**config.mk**
```make
export PLATFORM = sky130hd
export DESIGN_NAME = rot_prio_node
export DESIGN_NICKNAME = d
export VERILOG_FILES = /design/src/rtl/rot_prio_node.sv
export SDC_FILE = /design/constraint.sdc
export NUM_CORES = 1
export LEC_CHECK = 0
export CAP_MARGIN = 10
export CORE_AREA = 2 2 39 41
export DETAILED_ROUTE_END_ITERATION = 7
export DIE_AREA = 0 0 41 43
export DONT_BUFFER_PORTS = 1
export GPL_ROUTABILITY_DRIVEN = 0
export GPL_TIMING_DRIVEN = 0
export PLACE_DENSITY = 0.35
export SLEW_MARGIN = 20
export SYNTH_ARGS = -nofsm -noshare
export SYNTH_HDL_FRONTEND = slang
export SYNTH_SLANG_ARGS = --single-unit
```
**constraint.sdc**
```tcl
create_clock -name clk -period 3.1 [get_ports clk]
set_input_delay 0.155 -clock clk [delete_from_list [all_inputs] [get_ports clk]]
set_output_delay 0.155 -clock clk [all_outputs]
set_load 0.02 [all_outputs]
```
**src/rtl/rot_prio_node.sv**
```systemverilog
module rot_prio_node #(
  parameter int NODES       = 4,
  parameter int START_LEVEL = 0
) (
  input  logic               clk,
  input  logic               rst_n,
  input  logic               arb_stb,
  input  logic               req,
  output logic [NODES-2:0]   prio_code,
  input  logic [NODES-2:0]   bus_rd,
  output logic               win,
  output logic               result_valid
);
  localparam int W  = NODES - 1;
  localparam int LW = (NODES > 2) ? $clog2(NODES) : 1;
  localparam logic [LW-1:0] TOP = LW'(NODES - 1);

  logic [LW-1:0] level;
  logic [W-1:0]  lvl_code;

  for (genvar b = 0; b < W; b++) begin : g_code
    assign lvl_code[b] = (level <= LW'(b));
  end

  assign prio_code = req ? lvl_code : '1;

  always_ff @(posedge clk) begin
    if (!rst_n) begin
      level        <= LW'(START_LEVEL);
      win          <= 1'b0;
      result_valid <= 1'b0;
    end else begin
      result_valid <= arb_stb;
      if (arb_stb) begin
        level <= (level == TOP) ? '0 : level + 1'b1;
        win   <= req && (bus_rd == prio_code);
      end
    end
  end

  assert_wrap_R4: assert property (@(posedge clk) disable iff (!rst_n)
    (arb_stb && level == TOP) |=> level == '0);
  assert_step_R4: assert property (@(posedge clk) disable iff (!rst_n)
    (arb_stb && level != TOP) |=> level == $past(level) + 1'b1);
  assert_hold_R7: assert property (@(posedge clk) disable iff (!rst_n)
    !arb_stb |=> ($stable(level) && $stable(win) && !result_valid));
  assert_pulse_R5: assert property (@(posedge clk) disable iff (!rst_n)
    arb_stb |=> result_valid);
  assert_lost_R5: assert property (@(posedge clk) disable iff (!rst_n)
    (arb_stb && bus_rd != prio_code) |=> !win);
  assert_idle_nowin_R6: assert property (@(posedge clk) disable iff (!rst_n)
    (arb_stb && !req) |=> !win);
  assert_idle_code_R3: assert property (@(posedge clk) disable iff (!rst_n)
    !req |-> prio_code == '1);
endmodule

```
# [Yosys cells after proc, flatten, opt, wreduce, memory -nomap -nowiden]
# Index checks and enable logic that the tools add are counted.
[classes] addsub=1 n_lt_le_gt_ge=3 n_eq_ne=2 mux=2 n_reduce_logical=1
[op_table] operator="2-bit by 1-bit <= comparator with 1-bit output, second input constant" n=2
[op_table] operator="3-bit equality test" n=1
[op_table] operator="3-bit two-way mux" n=1
[op_table] operator="2-bit by 1-bit adder with 2-bit output, second input constant" n=1
[op_table] operator="2-bit equality test, second input constant" n=1
[op_table] operator="2-bit <= comparator, second input constant" n=1
[op_table] operator="2-bit two-way mux" n=1
[op_table] operator="1-bit logical AND" n=1
[word_totals] ff_bits=4 input_bits=7 output_inout_bits=5 word_cells=12

# [Depth between registers and ports, before layout]
[depth] ltp_word=4 depth_mapped=4 ltp_nobuf=4

# [Least setup slack after synthesis]
# OpenSTA, ideal clock, no wires.
[synth_timing] path_kind="register -> register" start="register level[1]" end="register win" setup_time_ns=0.087 t_arrival_ns=0.987 required_ns=3.013 path_slack_ns=2.026 path_stages_with_launch=5 path_buffers=0 synth_period_minus_slack_ns=1.074 path_cell_list="dfxtp_1 ha_1 xor2_1 nand3_2 o31ai_1"
[synth_between] elab_chain_len=4 elab_cells_between_ends=6 cone_classes="3 x order compare; 1 x eq/ne; 1 x mux; 1 x reduce/logical"
[synth_lines] item="from (decl)" line_no="18" source="logic [LW-1:0] level;"
[synth_lines] item="from (signal assigned)" line_no="29" source="level <= LW'(START_LEVEL);"
[synth_lines] item="from (signal assigned)" line_no="35" source="level <= (level == TOP) ? '0 : level + 1'b1;"
[synth_lines] item="2-bit by 1-bit <= comparator with 1-bit output or 2-bit <= comparator (tied branches)" line_no="22" source="assign lvl_code[b] = (level <= LW'(b));"
[synth_lines] item="3-bit two-way mux *" line_no="25" source="assign prio_code = req ? lvl_code : '1;"
[synth_lines] item="3-bit equality test *" line_no="36" source="win <= req && (bus_rd == prio_code);"
[synth_lines] item="1-bit logical AND *" line_no="36"
[synth_lines] item="to (signal assigned)" line_no="36"
[synth_lines] item="to (decl)" line_no="11" source="output logic win,"
# Every way passes the cells marked *; elsewhere a longest branch is shown, timed or not.
# A chain may end at the register's enable or synchronous reset.

# [Worst setup path after layout]
[layout_timing] start="register level[0]" end="output port prio_code[0]"
[layout_between] elab_chain_len=2
[layout_lines] item="2-bit by 1-bit <= comparator with 1-bit output" line_no="22"
[layout_lines] item="3-bit two-way mux" line_no="25"
[layout_lines] item="to (decl)" line_no="9" source="output logic [NODES-2:0] prio_code,"
# Every way passes these cells.

==> flow_metrics.tcl <==
set metrics [dict create \
    skew_ns 0.00367 \
    initial_antenna_violation_count 0 \
    cts_tree "built" \
    crit_path_max_incr_delay_ns 0.34 \
    cellPowerDensity_nw_per_um2 536 \
    worst_min_delay_path_category "primary input to flop" \
    synth_seq_area_share 0.360 \
    final_min_period_over_clock_period 0.426 \
    worstHoldStart "rst_n" \
    area_growth_pct 19.1 \
    clkTransAtPathRegs_ns 0.04 \
    worstPathCellList "inv_1 > ha_1 > or2b_1" \
    share_of_layout_cells_above_drive_strength_1 0.192 \
    critical_path_required_ns 2.94 \
    power_frac_clock 0.476 \
    minimum_clock_period_ns 1.32 \
    synth_area_um2 223 \
    ctsHtreeMaxLevel 1 \
    drtAntennaViolNets 0 \
    result_of_the_run "completed" \
    antenna_cells_inserted 0 \
    grt_pass1_wl_um 696 \
    switching_power_total_uw 35.9 \
    synth.most_common_cell "sky130_fd_sc_hd__dfxtp_1" \
    max-vdd-ir-drop_mv 0.0876 \
    final_hold_viol_count 0 \
    synth-warning-count 0 \
    yosys_register_bits 4 \
    drt_iter0_markers 1 \
    post_synth_edffs 0 \
    port-buffer-count 0 \
    post-place-ws_ns 1.90 \
    grt.overflow.total 0 \
    vias_per_cell 4.00 \
    cts-resized-gates 0 \
    timing_worst_slew_pin_value_ns 0.242 \
    design.die.area_um2 1760 \
    final_net_count 37 \
    worst_slew_margin_rel 0.838 \
    cp.buffers_inverters 1 \
    synth.lib_cells_used.distinct 15 \
    global_route.usage.total 0.0671 \
    maxClockFrequency_ghz 0.757 \
    die_y_um 43 \
    cell_class_contributing_the_biggest_share_of_worst_path_delay "flip-flops" \
    rows 14 \
    setup.worst_path.start "level[0]" \
    report.final.slew_viol_count 0 \
    largest_area_contributor_in_the_synthesized_netlist "sky130_fd_sc_hd__dfxtp_1" \
    wl_um 471 \
    power_frac_seq 0.408 \
    ctsLongestPathBuffers 2 \
    power.static_leakage_nw 0.105 \
    fin_setup_tns_ns 0 \
    worst_hold_slack_after_final_layout_ns 0.0329 \
    synthCells 23 \
    insertion_delay_ns 0.24 \
    initial_utilization 0.161 \
    synthesis.nets 32 \
    clockRootBuffer "sky130_fd_sc_hd__clkbuf_4" \
    switching_share 0.252 \
    setup_viol 0 \
    regToRegSetupSlack_ns 1.93 \
    ys_top_cells_by_count "sky130_fd_sc_hd__dfxtp_1, sky130_fd_sc_hd__xor2_1, sky130_fd_sc_hd__ha_1, sky130_fd_sc_hd__inv_1, sky130_fd_sc_hd__nand2_1" \
    floorplan.core_area_um2 1380 \
    critical_path.startpoint_type "flop" \
    cts-buffers-inserted 3 \
    yosys_most_used_dff "sky130_fd_sc_hd__dfxtp_1" \
    r2r_start "level[1]" \
    post_cts_setup_inserts 0 \
    dr_total_vias 168 \
    detailedRoute.firstPassIterationCount 2 \
    maxCapViolCount 0 \
    grt_start_max_net_pins 6 \
    grt_setup_unrepaired "false" \
    timing.final.ws_setup_ns 1.78 \
    power.share.combinational 0.116 \
    netlist.area_leader.share 0.360 \
    cp_max_fo 3 \
    drcViolationCount 0 \
    cp_data_arrival_time_ns 1.17 \
    first_global_vias 183 \
    average_wire_per_cell_in_the_routed_design_um 11.2 \
    pin_count 12 \
    syn_avg_cell_area_um2 9.68 \
    critPathCaptureType "primary output" \
    yosys-top-cells-area "sky130_fd_sc_hd__dfxtp_1, sky130_fd_sc_hd__xor2_1, sky130_fd_sc_hd__ha_1" \
    cell_internal_pwr_uw 106 \
    chipWidth_um 41 \
    cp_slowest_cell "sky130_fd_sc_hd__dfxtp_1" \
    criticalPathCategory "flop to primary output" \
    cts_hold_repair.buffers 0 \
    async_set_or_reset_register_ratio_after_synthesis 0 \
    numClockSinks 4 \
]
-- metrics by stage --
step           area [um^2]  std cells  power (mW)   util
3_5_place_dp           243         39      0.0759  0.175
4_1_cts                265         42       0.147  0.192
5_1_grt                265         42       0.151  0.192
6_report               265         42       0.142  0.192
2_1_floorplan          223         23      0.0737      -
3_3_place_gp           243         39      0.0758  0.175
-- final timing paths --
check | depth (start not counted) | to
worst min-delay path | 1 | level[0]
worst max register to register | 4 | win
worst max-delay path | 3 | prio_code[0]
worst min register to register | 2 | level[1]
-- worst reg2reg max path, stage by stage (launching register included) --
cell and delay [ns]:
sky130_fd_sc_hd__dfxtp_1 0.36, sky130_fd_sc_hd__ha_1 0.23, sky130_fd_sc_hd__xor2_1 0.19, sky130_fd_sc_hd__nand3_2 0.09, sky130_fd_sc_hd__o31ai_1 0.22
-- power groups by stage --
stage                     Clock [mW]  Sequential, mW  Combinational (mW)
after floorplan                    0          0.0585              0.0152
after global placement             0          0.0590              0.0168
after detailed placement           0          0.0590              0.0170
after CTS                     0.0720          0.0581              0.0170
after global routing          0.0735          0.0585              0.0188
final                         0.0678          0.0580              0.0165
-- layout by cell type, fill, tap and decap left out, types with 2 or more instances in the layout --
| cell type | instances |
|---|---|
| sky130_fd_sc_hd__ha_1 | 2 |
| sky130_fd_sc_hd__xor2_1 | 3 |
| sky130_fd_sc_hd__nand2_1 | 2 |
| sky130_fd_sc_hd__inv_1 | 2 |
| sky130_fd_sc_hd__dfxtp_1 | 4 |
| sky130_fd_sc_hd__clkbuf_4 | 3 |
-- routing by layer --
layer  wire (um)  part of all wire  vias up  GRT usage
met5           0                 0        -          0
met4           0                 0        0     0.0400
met3          89              0.19        0     0.0838
met2         213              0.45       11     0.0875
met1         168              0.36       76     0.0543
li1            -                 -       81          -
-- area by class of cell --
type                       count  area, um^2
sequential                     4        80.1
tap                           16        20.0
multi-input combinational     17         135
inverter                       2        7.51
fill                         155        1120
clock buffer                   3        22.5
-- registers in the layout, summed over array words and instances, names as in the netlist --
name and count:
level 2, result_valid 1, win 1
-- kinds of logic after synthesis --
kind of cell / Yosys count / synth area share
buffers and inverters: 2 / 0.0337
AO/OA/AOI/OAI: 2 / 0.0674
adder cells (fa/ha/maj): 2 / 0.112
AND/OR/NAND/NOR: 9 / 0.264
multiplexers: 1 / 0.0449
XOR/XNOR: 3 / 0.118
flip-flops: 4 / 0.360
Power figures use the tool's default switching activity.
